==> config.mk <==
export PLATFORM = sky130hd
export DESIGN_NAME = pw_simd_unit
export DESIGN_NICKNAME = d
export VERILOG_FILES = /design/src/rtl/pw_pkg.sv /design/src/rtl/pw_decode.sv /design/src/rtl/pw_lane_unit.sv /design/src/rtl/pw_simd_unit.sv
export SDC_FILE = /design/constraint.sdc
export NUM_CORES = 2
export LEC_CHECK = 0
export BUFFER_PORTS_ARGS = -buffer_cell sky130_fd_sc_hd__buf_2
export CAP_MARGIN = 15
export CORE_UTILIZATION = 35
export CTS_BUF_LIST = sky130_fd_sc_hd__clkbuf_16
export DETAILED_ROUTE_END_ITERATION = 8
export PLACE_DENSITY_LB_ADDON = 0.2
export SETUP_SLACK_MARGIN = 0.3
export SKIP_LAST_GASP = 1
export SLEW_MARGIN = 0
export SYNTH_ARGS = -nofsm -noshare
export SYNTH_HDL_FRONTEND = slang
export SYNTH_HIERARCHICAL = 1
export SYNTH_SLANG_ARGS = --single-unit
==> constraint.sdc <==
create_clock -name clk -period 0.8 [get_ports clk]
set_input_delay 0.16 -clock clk [delete_from_list [all_inputs] [get_ports clk]]
set_output_delay 0.16 -clock clk [all_outputs]
set_load 0.005 [all_outputs]
==> src/rtl/pw_pkg.sv <==
package pw_pkg;
    localparam int VEC_W    = 128;
    localparam int INSN_W   = 32;
    localparam int N_SIZES  = 4;
    localparam int ELEM_MIN = 8;

    localparam logic [4:0] OPC_MAX = 5'h14;
    localparam logic [4:0] OPC_MIN = 5'h15;
    localparam logic [4:0] OPC_ADD = 5'h17;

    typedef enum logic [1:0] {
        OP_ADD = 2'd0,
        OP_MAX = 2'd1,
        OP_MIN = 2'd2,
        OP_BAD = 2'd3
    } pw_op_e;

    typedef struct packed {
        logic       wide;
        logic       uns;
        logic [1:0] size;
        pw_op_e     op;
        logic       undef;
    } pw_dec_t;
endpackage

==> src/rtl/pw_decode.sv <==
module pw_decode
    import pw_pkg::*;
(
    input  logic [INSN_W-1:0] insn,
    output pw_dec_t           dec
);
    logic [4:0] opc;
    logic       size_top;
    logic       unused_insn_bits;

    assign opc              = insn[15:11];
    assign size_top         = (insn[23:22] == 2'd3);
    assign unused_insn_bits = ^{insn[31], insn[28:24], insn[21:16], insn[10:0]};

    always_comb begin
        dec.wide  = insn[30];
        dec.uns   = insn[29];
        dec.size  = insn[23:22];
        dec.op    = OP_BAD;
        dec.undef = 1'b1;
        unique case (opc)
            OPC_ADD: begin
                dec.op    = OP_ADD;
                dec.undef = insn[29];
            end
            OPC_MAX: begin
                dec.op    = OP_MAX;
                dec.undef = size_top;
            end
            OPC_MIN: begin
                dec.op    = OP_MIN;
                dec.undef = size_top;
            end
            default: begin
                dec.op    = OP_BAD;
                dec.undef = 1'b1;
            end
        endcase
        if (size_top && !insn[30]) begin
            dec.undef = 1'b1;
        end
    end
endmodule

==> src/rtl/pw_lane_unit.sv <==
module pw_lane_unit
    import pw_pkg::*;
#(
    parameter int EW = 8,
    parameter int VW = 128
) (
    input  logic [2*VW-1:0] cat,
    input  pw_op_e          op,
    input  logic            uns,
    output logic [VW-1:0]   res
);
    localparam int LANES = VW / EW;

    for (genvar i = 0; i < LANES; i++) begin : g_lane
        logic [EW-1:0] x_lo;
        logic [EW-1:0] x_hi;
        logic [EW-1:0] sum;
        logic          lo_less;

        assign x_lo    = cat[(2*i)*EW   +: EW];
        assign x_hi    = cat[(2*i+1)*EW +: EW];
        assign sum     = x_lo + x_hi;
        assign lo_less = uns ? (x_lo < x_hi) : ($signed(x_lo) < $signed(x_hi));

        always_comb begin
            unique case (op)
                OP_ADD:  res[i*EW +: EW] = sum;
                OP_MAX:  res[i*EW +: EW] = lo_less ? x_hi : x_lo;
                OP_MIN:  res[i*EW +: EW] = lo_less ? x_lo : x_hi;
                default: res[i*EW +: EW] = '0;
            endcase
        end
    end
endmodule

==> src/rtl/pw_simd_unit.sv <==
module pw_simd_unit
    import pw_pkg::*;
(
    input  logic              clk,
    input  logic              rst_n,
    input  logic              req_valid,
    input  logic [INSN_W-1:0] req_insn,
    input  logic [VEC_W-1:0]  req_src_a,
    input  logic [VEC_W-1:0]  req_src_b,
    output logic              rsp_valid,
    output logic              rsp_undef,
    output logic [VEC_W-1:0]  rsp_result
);
    localparam int HALF_W = VEC_W / 2;

    typedef struct packed {
        logic             valid;
        logic             undef;
        logic [VEC_W-1:0] result;
    } state_t;

    state_t          st_d;
    state_t          st_q;
    pw_dec_t         dec;
    logic [2*VEC_W-1:0] cat;
    logic [VEC_W-1:0]   width_res [N_SIZES];
    logic [VEC_W-1:0]   pick;

    pw_decode u_decode (
        .insn (req_insn),
        .dec  (dec)
    );

    assign cat = dec.wide ? {req_src_b, req_src_a}
                          : {{VEC_W{1'b0}}, req_src_b[HALF_W-1:0], req_src_a[HALF_W-1:0]};

    for (genvar g = 0; g < N_SIZES; g++) begin : g_width
        localparam int EW = ELEM_MIN << g;
        pw_lane_unit #(
            .EW (EW),
            .VW (VEC_W)
        ) u_lanes (
            .cat (cat),
            .op  (dec.op),
            .uns (dec.uns),
            .res (width_res[g])
        );
    end

    always_comb begin
        pick = width_res[dec.size];
        if (!dec.wide) begin
            pick[VEC_W-1:HALF_W] = '0;
        end
        st_d       = st_q;
        st_d.valid = req_valid;
        if (req_valid) begin
            st_d.undef  = dec.undef;
            st_d.result = dec.undef ? '0 : pick;
        end
    end

    always_ff @(posedge clk or negedge rst_n) begin
        if (!rst_n) begin
            st_q <= '0;
        end else begin
            st_q <= st_d;
        end
    end

    assign rsp_valid  = st_q.valid;
    assign rsp_undef  = st_q.undef;
    assign rsp_result = st_q.result;

    // strobe follows the request by exactly one cycle
    p_latency_r9: assert property (@(posedge clk) disable iff (!rst_n)
        $past(rst_n) |-> (rsp_valid == $past(req_valid)));

    // idle cycles leave the outputs unchanged
    p_hold_r9: assert property (@(posedge clk) disable iff (!rst_n)
        !req_valid |=> ($stable(rsp_result) && $stable(rsp_undef)));

    // an undefined encoding never carries data
    p_undef_zero_r8: assert property (@(posedge clk) disable iff (!rst_n)
        rsp_undef |-> (rsp_result == '0));

    // the half-width form clears the upper half of the result
    p_half_zero_r5: assert property (@(posedge clk) disable iff (!rst_n)
        (req_valid && !req_insn[30]) |=> (rsp_result[VEC_W-1:HALF_W] == '0));

    // 64-bit elements need the full-width form
    p_size3_narrow_r7: assert property (@(posedge clk) disable iff (!rst_n)
        (req_valid && req_insn[23:22] == 2'd3 && !req_insn[30]) |=> rsp_undef);

    // pairwise add has no unsigned variant
    p_add_unsigned_r7: assert property (@(posedge clk) disable iff (!rst_n)
        (req_valid && req_insn[15:11] == OPC_ADD && req_insn[29]) |=> rsp_undef);
endmodule

==> results.json <==
{
  "status": "finished with violations",
  "failed_checks": "setup timing",
  "drt-pass1-iter-count": 9,
  "gp_congestion": 1.076,
  "pin_count_of_the_biggest_net_entering_global_routing": 111,
  "number_of_enable_flip_flop_cells_after_synthesis": 0,
  "place_hpwl_um": 382500,
  "static-leakage-power_nw": 51.78,
  "drt.antenna.violating_nets": 0,
  "crit_path_max_fanout": 12,
  "dp_cells": 15465,
  "hold-worst-slack_ns": 0.1041,
  "routed_wire_length_per_instance_um": 29.94,
  "power_switching_share_pct": 50.08,
  "critical_path.endpoint": "rsp_result[105]",
  "cell_internal_pwr_w": 0.05474,
  "skew_ns": 0,
  "final_net_count": 14434,
  "reg2reg_setup_slack_ns": -0.18,
  "rsz0062_at_grt": "yes",
  "worst_setup_path_end_kind": "register",
  "grtUsageTotal_pct": 44.33,
  "core_um2": 198000,
  "maxCapViolations": 0,
  "syn-num-nets": 11105,
  "report.final.slew_viol_count": 0,
  "crit_path_start_kind": "primary input",
  "worstSetupStartpoint": "req_insn[30]",
  "post_drt_via_cell_ratio": 6.067,
  "critPathKind": "primary input to register",
  "cts_htree_levels": 4,
  "grt_pass1_wl_um": 655600,
  "regToRegEndpoint": "rsp_result[82]",
  "drive_gt1_share_pct": 37.71,
  "cts_root_buf": "sky130_fd_sc_hd__clkbuf_16",
  "worst_r2r_path_depth": 3,
  "finalCriticalPeriod_ns": 4.065,
  "die_area_um2": 201900,
  "floorplan.die.height_um": 449.3,
  "postSynth.topFlopCell": "sky130_fd_sc_hd__dfrtp_1",
  "dr.first_iter.drc_count": 10656,
  "synthesis.yosys.warnings": 6,
  "syn-mean-instance-area_um2": 7.154,
  "clk_latency_ns": 0.58,
  "synth.top_cell.area_share_pct": 17.76,
  "total_net_switching_power_w": 0.05491,
  "post_synth_num_cell_types": 137,
  "synth.yosys.seq_area_share_pct": 4.645,
  "cts.clk_slew.worst_paths_ns": 0.07,
  "die-width_um": 449.3,
  "ys_top_cells_by_area": "sky130_fd_sc_hd__ha_1, sky130_fd_sc_hd__mux2i_1, sky130_fd_sc_hd__a21oi_1",
  "setup_ws_ns": -3.265,
  "maximum_vdd_drop_uv": 1819,
  "cell_types_with_the_highest_counts_after_synthesis": "sky130_fd_sc_hd__ha_1, sky130_fd_sc_hd__a21oi_1, sky130_fd_sc_hd__inv_1",
  "slew_headroom_pct": 46.28,
  "final.period_utilization_pct": 508.1,
  "asyncSetResetFlopFracSynth_pct": 100.0,
  "synthesis.instances": 9790,
  "detailroute.via_count": 95946,
  "cts_inserted_buffers": 17,
  "area_delta_synth_final_pct": 54.40,
  "instances_no_fill": 15815,
  "post-synth-top-area-cell": "sky130_fd_sc_hd__ha_1",
  "setup_violators_final": 334,
  "power_density_nw_per_um2": 1014,
  "required_ns": 1.27,
  "via_count_of_the_first_global_routing_pass": 90674,
  "clock_sink_count": 130,
  "wirelength_um": 473500,
  "worst_hold_path_type": "primary input to register",
  "boundaryPins": 421,
  "drt_drc_violations_left": 0,
  "hold_violations": 0,
  "grt_antenna_before_repair": 53,
  "crit-reg2reg-launch": "rsp_result[82]",
  "rows": 163,
  "timing_worst_slew_pin_value_ns": 0.7932,
  "power.share.combinational_pct": 85.8,
  "tritoncts": "yes",
  "worst-endpoint-arrival_ns": 4.54,
  "start_util_pct": 35.37,
  "overflow": 0,
  "synthMostInstantiatedCell": "sky130_fd_sc_hd__ha_1",
  "synth_seq_cells": 130,
  "clock_path_buffers": 2,
  "max_clock_freq_mhz": 246.0,
  "power.share.sequential_pct": 6.1,
  "syn-cell-area_um2": 70040,
  "buffer_ports.inserted": 397,
  "clockPowerShare_pct": 8.1
}
[power groups by stage]
stage,clock [W],combinational (W),sequential (W)
2_1_floorplan,0,0.0422,0.00675
3_3_place_gp,0,0.0800,0.00677
3_5_place_dp,0,0.0806,0.00677
4_1_cts,0.00897,0.0872,0.00664
5_1_grt,0.00913,0.0987,0.00664
6_report,0.00891,0.0941,0.00664
[how the worst min path moves through the flow]
stage	start	to	slack, ns	depth (start not counted)
finish	req_valid	rsp_result[54]	0.10	4
global route	req_valid	rsp_result[55]	0.10	4
CTS	req_valid	rsp_result[54]	0.07	4
detailed placement	rst_n	rsp_result[62]	0.18	2
global placement	rst_n	rsp_result[63]	0.17	2
floorplan	rst_n	rsp_result[0]	-0.14	0
[cell type report]
| cell class | instances | area (um^2) |
|---|---|---|
| Clock inverter | 15 | 135.1 |
| Fill cell | 19116 | 89890 |
| Timing Repair Buffer | 3931 | 32950 |
| Tap cell | 2640 | 3303 |
| Multi-Input combinational cell | 8144 | 64550 |
| Inverter | 895 | 3392 |
| Clock buffer | 17 | 425.4 |
| Antenna cell | 43 | 107.6 |
| Sequential cell | 130 | 3281 |
[metrics by stage]
stage	setup slack, ns	area, um^2	power (W)	TNS, ns	utilization [%]
after CTS	-3.172	104700	0.1028	-452.33	52.88
final	-3.265	108100	0.1096	-462.45	54.61
after detailed placement	-4.320	99680	0.08741	-524.69	50.34
after global placement	-4.311	99680	0.08679	-522.52	50.34
after global routing	-3.339	108100	0.1145	-471.70	54.58
after floorplan	-3.427	70650	0.04894	-409.93	-
[cell families after synthesis]
group	Yosys count	synth area share, %
AOI/OAI and AO/OA	3385	31.96
xor gates and xnor gates	432	5.423
adders and majority gates	1024	18.61
buffers and inverters	1517	9.077
DFF	130	4.645
muxes	829	13.20
and+or+nand+nor	2473	17.08
[state kept, by name, summed over array words and instances, names as in the netlist]
| name | count |
|---|---|
| rsp_result | 128 |
| rsp_undef | 1 |
| rsp_valid | 1 |
[cell usage in the layout (no fill, tap or decap), types with 64 or more instances in the layout]
cell type	count
sky130_fd_sc_hd__mux2_4	66
sky130_fd_sc_hd__nor3_1	195
sky130_fd_sc_hd__buf_12	215
sky130_fd_sc_hd__o21ai_1	121
sky130_fd_sc_hd__xnor2_1	306
sky130_fd_sc_hd__o221ai_1	93
sky130_fd_sc_hd__a211oi_1	74
sky130_fd_sc_hd__mux2i_1	622
sky130_fd_sc_hd__nand4_1	71
sky130_fd_sc_hd__nor2_1	800
sky130_fd_sc_hd__o21bai_1	120
sky130_fd_sc_hd__nand3_1	136
sky130_fd_sc_hd__buf_2	354
sky130_fd_sc_hd__mux4_2	64
sky130_fd_sc_hd__a211o_1	64
sky130_fd_sc_hd__ha_1	909
sky130_fd_sc_hd__dfrtp_1	108
sky130_fd_sc_hd__a21oi_1	847
sky130_fd_sc_hd__o211ai_1	159
sky130_fd_sc_hd__o31ai_1	93
sky130_fd_sc_hd__buf_6	122
sky130_fd_sc_hd__nand2b_1	159
sky130_fd_sc_hd__a31oi_1	67
sky130_fd_sc_hd__ha_4	74
sky130_fd_sc_hd__o21ai_0	540
sky130_fd_sc_hd__nor4_1	67
sky130_fd_sc_hd__o22ai_1	214
sky130_fd_sc_hd__buf_4	3165
sky130_fd_sc_hd__xor2_1	115
sky130_fd_sc_hd__nand2_1	459
sky130_fd_sc_hd__a22o_1	72
sky130_fd_sc_hd__nor2b_1	114
sky130_fd_sc_hd__a21o_1	120
sky130_fd_sc_hd__inv_1	839
[critical path, cell delays in order]
cell and delay, ns:
sky130_fd_sc_hd__buf_16 0.14, sky130_fd_sc_hd__buf_12 0.15, sky130_fd_sc_hd__buf_16 0.15, sky130_fd_sc_hd__and2_1 0.18, sky130_fd_sc_hd__buf_12 0.13, sky130_fd_sc_hd__buf_4 0.23, sky130_fd_sc_hd__ha_1 0.34, sky130_fd_sc_hd__nand3_1 0.11
sky130_fd_sc_hd__nor2_2 0.15, sky130_fd_sc_hd__nand3_2 0.10, sky130_fd_sc_hd__or3_1 0.31, sky130_fd_sc_hd__a31oi_1 0.18, sky130_fd_sc_hd__buf_4 0.15, sky130_fd_sc_hd__a211oi_4 0.05, sky130_fd_sc_hd__xor2_4 0.20, sky130_fd_sc_hd__buf_6 0.15
sky130_fd_sc_hd__buf_12 0.15, sky130_fd_sc_hd__buf_12 0.14, sky130_fd_sc_hd__buf_6 0.11, sky130_fd_sc_hd__mux2_4 0.29, sky130_fd_sc_hd__nor2_2 0.10, sky130_fd_sc_hd__o22ai_1 0.10, sky130_fd_sc_hd__mux4_2 0.49, sky130_fd_sc_hd__a22o_1 0.21
[per-layer routing]
metal	GRT usage (%)	part of all wire (%)	wire length [um]
met5	0	0.042	200
met3	8.887	8.9	42030
met1	51.66	37	177100
met4	40.88	11	52140
met2	68.20	43	202000
[repair_timing]
item	CTS	global route
resized for setup	620	472
hold endpoints to repair	130	130
gates cloned	30	15
endpoints found under the setup margin	259	389
pin swaps	194	200
setup buffers	99	130
hold buffers	1	1
Note: power is estimated with default switching activity, not from simulation.
